File: src/rtl/cfg_port_rx_pkg.sv
// Shared types for the configuration port receiver.
// Assumes active-low select and write strobes as seen on the pins.
package cfg_port_rx_pkg;

    // Kind of bus cycle seen at a sampling edge
    typedef enum logic [1:0] {
        CYC_IDLE  = 2'd0,
        CYC_WRITE = 2'd1,
        CYC_READ  = 2'd2
    } port_cyc_e;

    // Decode the raw strobes into a cycle kind
    function automatic port_cyc_e classify(input logic sel_n, input logic wr_n);
        if (sel_n)
            return CYC_IDLE;
        else if (!wr_n)
            return CYC_WRITE;
        else
            return CYC_READ;
    endfunction

endpackage

File: src/rtl/cfg_port_sampler.sv
// Edge sampler and protocol checker for the host side of the port.
// Decides per edge whether the bus byte is stored, and detects a
// write-level change inside a select window (abort). Keeps a lockout
// after an abort until select has been seen released.
// Assumes: busy is the registered full flag from the buffer.
module cfg_port_sampler
    import cfg_port_rx_pkg::*;
#(
    parameter int DATA_W = 8
) (
    input  logic              clk,
    input  logic              rst_n,
    input  logic              sel_n,
    input  logic              wr_n,
    input  logic [DATA_W-1:0] din,
    input  logic              busy,
    output logic              push,
    output logic [DATA_W-1:0] push_data,
    output logic              abort_det
);

    port_cyc_e cyc;
    logic      prev_sel_act;
    logic      prev_wr_act;
    logic      locked;

    // Classify the cycle and find a write-level change within select
    always_comb begin
        cyc       = classify(sel_n, wr_n);
        abort_det = prev_sel_act && !sel_n && (prev_wr_act != !wr_n);
        push      = (cyc == CYC_WRITE) && !busy && !locked && !abort_det;
        push_data = din;
    end

    // Remember the previous sample of select and write
    always_ff @(posedge clk) begin
        if (!rst_n) begin
            prev_sel_act <= 1'b0;
            prev_wr_act  <= 1'b0;
        end else begin
            prev_sel_act <= !sel_n;
            prev_wr_act  <= !wr_n;
        end
    end

    // Lockout: set on abort, cleared by an edge with select released
    always_ff @(posedge clk) begin
        if (!rst_n)
            locked <= 1'b0;
        else if (abort_det)
            locked <= 1'b1;
        else if (sel_n)
            locked <= 1'b0;
    end

endmodule

File: src/rtl/cfg_port_fifo.sv
// Small synchronous byte buffer between the port and the downstream sink.
// Flush has priority over push and pop. Full is derived from a
// registered count, so it only changes at clock edges.
// Assumes: push is never requested while full.
module cfg_port_fifo #(
    parameter int DATA_W = 8,
    parameter int DEPTH  = 4
) (
    input  logic              clk,
    input  logic              rst_n,
    input  logic              flush,
    input  logic              push,
    input  logic [DATA_W-1:0] push_data,
    input  logic              pop,
    output logic [DATA_W-1:0] head,
    output logic              not_empty,
    output logic              full
);

    localparam int AW = (DEPTH > 1) ? $clog2(DEPTH) : 1;
    localparam int CW = $clog2(DEPTH + 1);
    localparam logic [AW-1:0] LAST = AW'(DEPTH - 1);
    localparam logic [CW-1:0] FULL_CNT = CW'(DEPTH);

    logic [DATA_W-1:0] mem [DEPTH];
    logic [AW-1:0]     wr_ptr;
    logic [AW-1:0]     rd_ptr;
    logic [CW-1:0]     count;
    logic              do_push;
    logic              do_pop;

    // Qualify requests against the current fill level
    always_comb begin
        do_push   = push && (count != FULL_CNT);
        do_pop    = pop && (count != '0);
        head      = mem[rd_ptr];
        not_empty = (count != '0);
        full      = (count == FULL_CNT);
    end

    // Storage write; entries need no reset
    always_ff @(posedge clk) begin
        if (do_push && !flush)
            mem[wr_ptr] <= push_data;
    end

    // Pointer and count bookkeeping
    always_ff @(posedge clk) begin
        if (!rst_n || flush) begin
            wr_ptr <= '0;
            rd_ptr <= '0;
            count  <= '0;
        end else begin
            if (do_push)
                wr_ptr <= (wr_ptr == LAST) ? '0 : wr_ptr + 1'b1;
            if (do_pop)
                rd_ptr <= (rd_ptr == LAST) ? '0 : rd_ptr + 1'b1;
            case ({do_push, do_pop})
                2'b10:   count <= count + 1'b1;
                2'b01:   count <= count - 1'b1;
                default: count <= count;
            endcase
        end
    end

endmodule

File: src/rtl/cfg_port_rx.sv
// Target-side receiver for a byte-wide configuration port.
// Samples select, write and data on each rising edge, buffers written
// bytes, streams them out over valid/ready, backpressures the host with
// a registered busy flag and pulses abort on a write-level change inside
// a select window. Assumes the host holds data while busy is high.
module cfg_port_rx #(
    parameter int DATA_W = 8,
    parameter int DEPTH  = 4
) (
    input  logic              clk,
    input  logic              rst_n,
    input  logic              sel_n,
    input  logic              wr_n,
    input  logic [DATA_W-1:0] din,
    output logic              busy,
    output logic              m_valid,
    input  logic              m_ready,
    output logic [DATA_W-1:0] m_data,
    output logic              abort
);

    logic              push;
    logic [DATA_W-1:0] push_data;
    logic              abort_det;
    logic              pop;
    logic              full;
    logic              abort_q;

    cfg_port_sampler #(.DATA_W(DATA_W)) u_sampler (
        .clk       (clk),
        .rst_n     (rst_n),
        .sel_n     (sel_n),
        .wr_n      (wr_n),
        .din       (din),
        .busy      (full),
        .push      (push),
        .push_data (push_data),
        .abort_det (abort_det)
    );

    cfg_port_fifo #(.DATA_W(DATA_W), .DEPTH(DEPTH)) u_fifo (
        .clk       (clk),
        .rst_n     (rst_n),
        .flush     (abort_det),
        .push      (push),
        .push_data (push_data),
        .pop       (pop),
        .head      (m_data),
        .not_empty (m_valid),
        .full      (full)
    );

    // Downstream handshake completes when both sides agree
    always_comb pop = m_valid && m_ready;

    // Register the abort detection into a one-cycle pulse
    always_ff @(posedge clk) begin
        if (!rst_n)
            abort_q <= 1'b0;
        else
            abort_q <= abort_det;
    end

    assign abort = abort_q;
    assign busy  = full;

endmodule

File: config.mk
export PLATFORM = sky130hd
export DESIGN_NAME = cfg_port_rx
export DESIGN_NICKNAME = d
export VERILOG_FILES = /design/src/rtl/cfg_port_rx_pkg.sv /design/src/rtl/cfg_port_sampler.sv /design/src/rtl/cfg_port_fifo.sv /design/src/rtl/cfg_port_rx.sv
export SDC_FILE = /design/constraint.sdc
export NUM_CORES = 1
export LEC_CHECK = 0
export ABC_CLOCK_PERIOD_IN_PS = 4200
export BUFFER_PORTS_ARGS = -buffer_cell sky130_fd_sc_hd__clkbuf_2
export CAP_MARGIN = 0
export CORE_ASPECT_RATIO = 1.5
export CORE_MARGIN = 5
export CORE_UTILIZATION = 60
export DETAILED_ROUTE_END_ITERATION = 10
export GPL_ROUTABILITY_DRIVEN = 0
export PLACE_DENSITY = 0.83
export SLEW_MARGIN = 20
export SYNTH_ARGS = -nofsm -noshare
export SYNTH_HDL_FRONTEND = slang
export SYNTH_SLANG_ARGS = --single-unit
File: constraint.sdc
create_clock -name clk -period 4.2 [get_ports clk]
set_input_delay 0.84 -clock clk [delete_from_list [all_inputs] [get_ports clk]]
set_output_delay 0.84 -clock clk [all_outputs]
set_load 0.02 [all_outputs]
# After elaboration in Yosys (flattened, before gate mapping)
# Memories as Yosys holds them, arrays and structs flattened. A register that Yosys moved wholly into a read port is not among the register bits.
# Cells that the tools add are included.
# Widths: inputs -> output; s select.
dict set report op_classes {
  add_sub_neg 4
  reduce_logical 19
  eq_ne 8
  mux 11
}
# op count
set op_table {}
lappend op_table {{$mux 2} 6}
lappend op_table {{$logic_and 1x1->1} 9}
lappend op_table {{$eq 2x2->1 const B} 3}
lappend op_table {{$logic_not 1->1} 6}
lappend op_table {{$pmux 3 s2} 1}
lappend op_table {{$add 2x1->2 const B} 2}
lappend op_table {{$eq 2x1->1 const B} 2}
lappend op_table {{$mux 1} 4}
lappend op_table {{$reduce_bool 2->1} 2}
lappend op_table {{$add 3x1->3 const B} 1}
lappend op_table {{$eq 3x3->1 const B} 1}
lappend op_table {{$ne 3x3->1 const B} 1}
lappend op_table {{$reduce_bool 3->1} 1}
lappend op_table {{$sub 3x1->3 const B} 1}
lappend op_table {{$logic_or 1x1->1} 1}
lappend op_table {{$ne 1x1->1} 1}
dict set report totals {
  ramBits 32
  inputBits 13
  memories 1
  reg_bits 11
}
# name depth width read_ports rd_ports_with_merged_regs write_ports line_no
set mem_list {}
lappend mem_list {u_fifo.mem 4 8 1 1 1 cfg_port_fifo.sv:25} ;# logic [DATA_W-1:0] mem [DEPTH];

# Longest topological paths before layout
# Gate-level depths: netlist of run 1.
dict set report logic_depth {
  ltp_word 10
  mapped_depth 9
  depth_no_buf 9
}

# By module
# A second synthesis of run 1 with hierarchy kept.
dict set report unflattened {
  cells_unflattened 119
  area_unflattened_um2 1921.8
}
# mod n_inst seq_area_each_um2 cells_each area_per_inst_um2
set by_module_without_submodules {}
lappend by_module_without_submodules {cfg_port_fifo 1 1141.1 96 1705.4}
lappend by_module_without_submodules {cfg_port_sampler 1 60.1 20 183.9}
lappend by_module_without_submodules {cfg_port_rx 1 20.0 3 32.5}

# Least setup slack after synthesis of run 1
# No wires, ideal clock.
dict set report synth_timing {
  path_kind {input -> register}
  from {in sel_n}
  to {reg u_fifo.count[2]}
  t_arrival_ns 2.491
  cell_stages 9
  setup_slack_ns 1.638
  n_path_buf 0
  cell_sequence {or2_2 > a2111oi_2 > inv_1 > ha_1 > inv_1 > fa_1 > xor2_1 > or3_1 > a21oi_1}
}
dict set report synth_via {
  elab_chain_len 8
}
# element line_no
set synth_lines {}
lappend synth_lines {{from (decl)} cfg_port_rx.sv:12} ;# input logic sel_n,
lappend synth_lines {{$mux 2 / $logic_not 1->1 (equally long branches)} {cfg_port_rx_pkg.sv:14, cfg_port_sampler.sv:30}}
lappend synth_lines {{$eq 2x1->1 / $logic_and 1x1->1 (equally long branches)} {cfg_port_sampler.sv:31, cfg_port_sampler.sv:30}}
lappend synth_lines {{$logic_and 1x1->1, on equally long branches} {cfg_port_sampler.sv:31, cfg_port_sampler.sv:30}}
lappend synth_lines {{$logic_and 1x1->1 / $logic_not 1->1 (equally long branches)} cfg_port_sampler.sv:31} ;# push = (cyc == CYC_WRITE) && !busy && !locked && !abort_det;
lappend synth_lines {{$logic_and 1x1->1} cfg_port_sampler.sv:31}
lappend synth_lines {{$logic_and 1x1->1} cfg_port_fifo.sv:34} ;# do_push = push && (count != FULL_CNT);
lappend synth_lines {{$eq 2x1->1 / $eq 2x2->1 (equally long branches)} cfg_port_fifo.sv:58} ;# case ({do_push, do_pop})
lappend synth_lines {{$pmux 3 s2 / $reduce_bool 2->1 (equally long branches)} -}
lappend synth_lines {{to (signal assigned)} cfg_port_fifo.sv:59} ;# 2'b10: count <= count + 1'b1;
lappend synth_lines {{to (signal assigned)} cfg_port_fifo.sv:60} ;# 2'b01: count <= count - 1'b1;
lappend synth_lines {{to (signal assigned)} cfg_port_fifo.sv:61} ;# default: count <= count;
lappend synth_lines {{to (decl)} cfg_port_fifo.sv:28} ;# logic [CW-1:0] count;
# Several ways; a longest one is shown, not always the timed one.
# A chain may end at the register's enable or synchronous reset.

# Worst setup path in the final report of run 1
# Same ends and word-level chain as after synthesis.

==> impl_metrics.yaml, run 1 <==
sta:
  fmax_ghz: 0.386
  layout_min_cycle_time_ps: 2590
  slew_viol_final: 0
  fin_tns_setup_ps: 0
  worst_slew_pin_slew_ps: 578
  fin_crit_sh_pct: 61.7
  hold_viol: 0
  setup_viol: 0
  rsz0062_at_grt: "no"
  fin_skew_ps: 3.00
  max-slew-margin-rel_pct: 61.1
floorplanning:
  die_h_um: 77.2
  dieArea_mm2: 0.00423
  coreArea_mm2: 0.00291
  die_w_um: 54.8
  pin_count: 24
  rows: 24
  initial_core_util_pct: 62.1
logic_synthesis:
  synth_area_mm2: 0.00181
  ys_ff_latch: 45
  postSynthAreaPerCell_um2: 16.6
  syn_inst: 109
  ys_warn_count: 0
  yosysSeqAreaShare_pct: 67.5
  syn_nets: 129
  ys_types: 31
power:
  powerDensity_mw_per_mm2: 513
  peakVddDrop_v: 0.000339
  p_leak_nw: 0.764
outcome:
  status: "completed"
clock_tree:
  cts_setup_buffers: 0
  cts_resized: 0
  path_clk_slew_ps: 80
  cts_max_level: 2
  clock-sinks: 45
  cts_buffers: 5
  tritoncts: "yes"
  worstSkewPairLatency_ps: 290
  holdBufCountCts: 0
  clockBufferDepth: 2
  cts-root-buf: "clkbuf_8"
cells_and_area:
  drive_gt1_share_pct: 32.6
  area_growth_pct: 14.5
  nNetsFinal: 157
  layout_commonest_cell: "edfxtp_1"
  num_antenna_cells: 0
  final_util_pct: 71.0
  final_cell_mix: "edfxtp_1, clkbuf_2, dfxtp_1, inv_1, mux4_2"
placed_design:
  port_buffers: 23
  hpwl_mm: 2.19
flow_run:
  drv_cap: 0
global_route:
  grt_first_pass_wirelength_mm: 4.88
  antenna_found_initial: 0
  use_met2_pct: 27.3
  grt_pass1_vias: 1028
  grt_use_met1_pct: 19.4
  gr-total-overflow: 0
  use_met3_pct: 4.46
  grt_max_degree: 14
  busiest_layer: "met2"
  grt_use_total_pct: 16.7
route:
  drt_wl_total_mm: 2.89
  drt-vias-per-instance: 5.46
  num_vias: 966
  drc: 0
  ant_nets: 0
  drt-initial-drc-count: 44
  drt-wirelength-per-cell_um: 16.3
  dr.pass1.iters: 4
critical_path:
  arrival_ps: 2820
  end_kind: "register"
  startpoint_type: "input pin"
  cp_max_fo: 5
  reg2reg_depth: 9
  cp.required_ps: 4430
  worstSetupPathType: "input pin to register"
hold_path:
  worstHoldPathCells: 2
  hold_path_class: "register to register"
[cells in the mapped netlist]
master,instances,area (um^2)
or4_4,1,11.3
o21ai_1,1,5.00
buf_1,1,3.75
o21a_1,1,7.51
o31ai_1,1,7.51
o21ba_2,1,10.0
nor3b_2,1,12.5
and2b_2,1,8.76
nor2b_1,2,12.5
edfxtp_1,32,961
or3_1,3,18.8
mux2i_1,1,10.0
o21ai_0,2,10.0
or3_4,1,11.3
nand2b_1,1,6.26
fa_1,1,20.0
a2111oi_2,1,15.0
ha_1,6,75.1
buf_2,1,5.00
a21oi_1,3,15.0
a21oi_2,1,8.76
mux4_2,8,180
xor2_1,3,26.3
a22o_1,1,8.76
and2_1,5,31.3
nor3b_1,1,7.51
or2_2,1,6.26
dfxtp_1,13,260
inv_1,8,30.0
nand2_1,1,3.75
nor2_1,5,18.8
[where the power goes]
group	internal (mW)	switching (mW)	total [mW]	leakage [nW]
sequential	0.503	0.0359	0.539	0.396
combinational	0.0996	0.115	0.215	0.315
clock	0.175	0.132	0.308	0.0528
[layer usage]
layer | up-vias | share of wire (%)
li1 | 459 | -
met1 | 482 | 36
met2 | 20 | 57
met3 | 5 | 5.0
met4 | 0 | 2.4
met5 | - | 0
[cells by family after synthesis]
group	count (synthesis)	synth area share, %
AO/OA/AOI/OAI	12	4.84
XOR/XNOR	3	1.45
buffers and inverters	10	2.14
AND/OR/NAND/NOR	23	8.24
multiplexers	9	10.5
adder cells (fa/ha/maj)	7	5.26
flip-flops	45	67.5
[cell type report]
cell class / instances / area (um^2)
clock buffer: 6 / 72.6
clock inverter: 2 / 33.8
fill: 217 / 843
inverter: 8 / 30.0
multi-input combinational: 54 / 548
sequential: 45 / 1220
tap: 39 / 48.8
timing repair buffer: 23 / 115
[sequential cells by signal, indices dropped and copies added, names as in the netlist, named ones only]
signal / flops
u_sampler.locked: 1
u_sampler.prev_wr_act: 1
u_fifo.wr_ptr: 2
u_sampler.prev_sel_act: 1
u_fifo.rd_ptr: 2
abort: 1
u_fifo.mem: 32
u_fifo.count: 3
[worst max-delay path, cell delays in order]
cell and delay, ps:
clkbuf_2 110, or2_2 280, a2111oi_2 500, inv_1 90, ha_1 240, inv_1 70, fa_1 170, xor2_1 80
or3_1 300, a21oi_1 140
[metrics by stage]
step	setup slack (ps)	power (mW)	hold WS (ps)	instances	area, um^2
after floorplan	1640	0.702	458	109	1810
after global placement	1420	0.753	477	169	1960
after detailed placement	1280	0.769	494	169	1960
after CTS	1590	1.08	504	177	2070
after global routing	1360	1.12	556	177	2070
final	1610	1.06	501	177	2070
[final timing paths]
path	end	slack [ps]	from
max	u_fifo.count[2]	1610	sel_n
max reg2reg	u_fifo.count[2]	1910	u_fifo.count[2]
min	register	500	u_fifo.rd_ptr[0]
min reg2reg	register	500	u_fifo.rd_ptr[0]
Power figures use the tool's default switching activity.
==> run 2: changes to the inputs <==
--- a/config.mk
+++ b/config.mk
@@ -5,15 +5,16 @@
 export SDC_FILE = /design/constraint.sdc
 export NUM_CORES = 1
 export LEC_CHECK = 0
-export ABC_CLOCK_PERIOD_IN_PS = 4200
+export ABC_AREA = 1
+export ABC_CLOCK_PERIOD_IN_PS = 2600
 export BUFFER_PORTS_ARGS = -buffer_cell sky130_fd_sc_hd__clkbuf_2
 export CAP_MARGIN = 0
 export CORE_ASPECT_RATIO = 1.5
 export CORE_MARGIN = 5
-export CORE_UTILIZATION = 60
+export CORE_UTILIZATION = 56
 export DETAILED_ROUTE_END_ITERATION = 10
 export GPL_ROUTABILITY_DRIVEN = 0
-export PLACE_DENSITY = 0.83
+export PLACE_DENSITY = 0.78
 export SLEW_MARGIN = 20
 export SYNTH_ARGS = -nofsm -noshare
 export SYNTH_HDL_FRONTEND = slang
==> constraint.sdc (replaced) <==
create_clock -name clk -period 2.6 [get_ports clk]
set_input_delay 0.52 -clock clk [delete_from_list [all_inputs] [get_ports clk]]
set_output_delay 0.52 -clock clk [all_outputs]
set_load 0.02 [all_outputs]
==> impl_metrics.yaml, run 2 <==
cells_and_area:
  stdcell_area_mm2: 0.00216
  area_growth_pct: 15.2
  drive_gt1_share_pct: 26.4
  largest_reg_flops: 32
  num_antenna_cells: 0
  largestRegisters: "u_fifo.mem (32), u_fifo.count (3)"
  multi_input_area_um2: 554
  final_util_pct: 67.6
  fill_cells: 258
  instances_no_fill: 237
  area.sequential_mm2: 0.00122
  layout_commonest_cell: "nor2_1"
  final_cell_mix: "nor2_1, edfxtp_1, clkbuf_2, o21ai_0"
  regMostFlops: "u_fifo.mem"
  nNetsFinal: 217
placed_design:
  place_area_mm2: 0.00205
  hpwl_mm: 2.32
  post-place-cells: 230
  port_buffers: 23
  post-place-ws_ps: 405
floorplanning:
  dieArea_mm2: 0.00463
  die_h_um: 80.8
  coreArea_mm2: 0.00319
  die_w_um: 57.2
  pin_count: 24
  rows: 25
  initial_core_util_pct: 58.7
logic_synthesis:
  postSynthAreaPerCell_um2: 11.4
  ys_warn_count: 0
  synthArstFlopShare_pct: 0
  yosysSeqAreaShare_pct: 65.2
  netlist_top_cells_area: "edfxtp_1, dfxtp_1, nor2_1, o21ai_0, ha_1"
  yosysMostFrequentCell: "nor2_1"
  ys.flop_type: "edfxtp_1"
  synth_edf_count: 32
  synth_area_mm2: 0.00187
  synth_commonest_cells: "nor2_1, edfxtp_1, o21ai_0, inv_1, nand2_1"
  synth_top_area_share_pct: 51.3
  syn_inst: 164
  syn_nets: 184
  ys_ff_latch: 45
  ys_types: 20
  synth_top_cell_by_area: "edfxtp_1"
clock_tree:
  clockBufferDepth: 2
  cts_max_level: 2
  cts_setup_buffers: 0
  cts_buffers: 5
  clock-sinks: 45
  holdBufCountCts: 0
  cts_resized: 0
  cts-root-buf: "clkbuf_8"
  path_clk_slew_ps: 80
  tritoncts: "yes"
  worstSkewPairLatency_ps: 290
critical_path:
  cp_max_fo: 10
  arrival_ps: 1530
  cp.required_ps: 2080
  rrSetupSlack_ps: 730
  r2r-start: "u_fifo.count[0]"
  r2r-end: "u_fifo.count[2]"
  startpoint_type: "register"
  worstSetupPathType: "register to output port"
  reg2reg_depth: 13
  end_kind: "output port"
hold_path:
  hold_path_end: "u_sampler.prev_wr_act"
  hold_start: "wr_n"
  hold_path_class: "input pin to register"
  worstHoldPathCells: 2
sta:
  fmax_ghz: 0.487
  worst_slack_ps: 546
  slew_viol_final: 0
  fin_crit_sh_pct: 79.0
  fin_tns_setup_ps: 0
  hold_viol: 0
  worst_slew_pin_slew_ps: 354
  layout_min_cycle_time_ps: 2050
  rsz0062_at_grt: "no"
  fin_skew_ps: 3.35
  setup_viol: 0
  max-slew-margin-rel_pct: 76.4
route:
  drt-wirelength-per-cell_um: 13.3
  ant_nets: 0
  drc: 0
  drt-vias-per-instance: 5.10
  drt-initial-drc-count: 41
  dr.pass1.iters: 4
  num_vias: 1209
  drt_wl_total_mm: 3.16
flow_run:
  drv_cap: 0
global_route:
  antenna_found_initial: 0
  gr-total-overflow: 0
  grt_max_degree: 17
  grt_first_pass_wirelength_mm: 5.31
  grt_use_total_pct: 15.4
  grt_pass1_vias: 1252
outcome:
  status: "completed"
power:
  peakVddDrop_v: 0.000728
  powerDensity_mw_per_mm2: 850
  p_leak_nw: 0.873
[run 2: worst max path at each step]
stage                      endpoint  slack [ps]  depth (start not counted)
global route              m_data[4]         430                          4
floorplan           u_fifo.count[2]         650                         10
detailed placement  u_fifo.count[2]         400                         12
global placement    u_fifo.count[2]         500                         11
finish                    m_data[6]         550                          4
CTS                       m_data[6]         540                          4
[run 2: metal layers]
| metal | wire length [um] | GRT usage, % | share of wire (%) |
|---|---|---|---|
| met5 | 0 | 0 | 0 |
| met4 | 61 | 6.96 | 1.9 |
| met3 | 177 | 4.61 | 5.6 |
| met2 | 1720 | 29.2 | 54 |
| met1 | 1200 | 14.9 | 38 |
[run 2: cell type report]
| class | count | share of cell area [%] |
|---|---|---|
| repair buffers | 28 | 7.08 |
| multi-input cells | 97 | 25.7 |
| clock buffers | 5 | 3.19 |
| clock inverters | 2 | 1.62 |
| flip-flops and latches | 45 | 56.6 |
| inverters | 20 | 3.48 |
| well taps | 40 | 2.32 |
[run 2: worst max-delay path, stage by stage (launching register included)]
cell	delay, ps
dfxtp_1	530
buf_4	220
o21ai_0	90
o22ai_1	200
clkbuf_2	200
[run 2: stage by stage]
stage          total power, mW  hold slack [ps]
6_report                  1.83              436
5_1_grt                   1.94              428
4_1_cts                   1.85              429
3_5_place_dp              1.36              480
3_3_place_gp              1.33              446
2_1_floorplan             1.23              429
[run 2: where the power goes]
part / leakage, nW / switching [mW] / internal [mW] / total, mW
sequential: 0.396 / 0.0415 / 0.817 / 0.859
clock: 0.0540 / 0.213 / 0.279 / 0.492
combinational: 0.423 / 0.320 / 0.163 / 0.483
[run 2: cell families after synthesis]
family,count (synthesis),synth area share (%)
buffers and inverters,22,5.21
AND/OR/NAND/NOR,58,14.8
AO/OA/AOI/OAI,31,9.22
adder cells (fa/ha/maj),7,5.08
XOR/XNOR,1,0.468
flip-flops,45,65.2
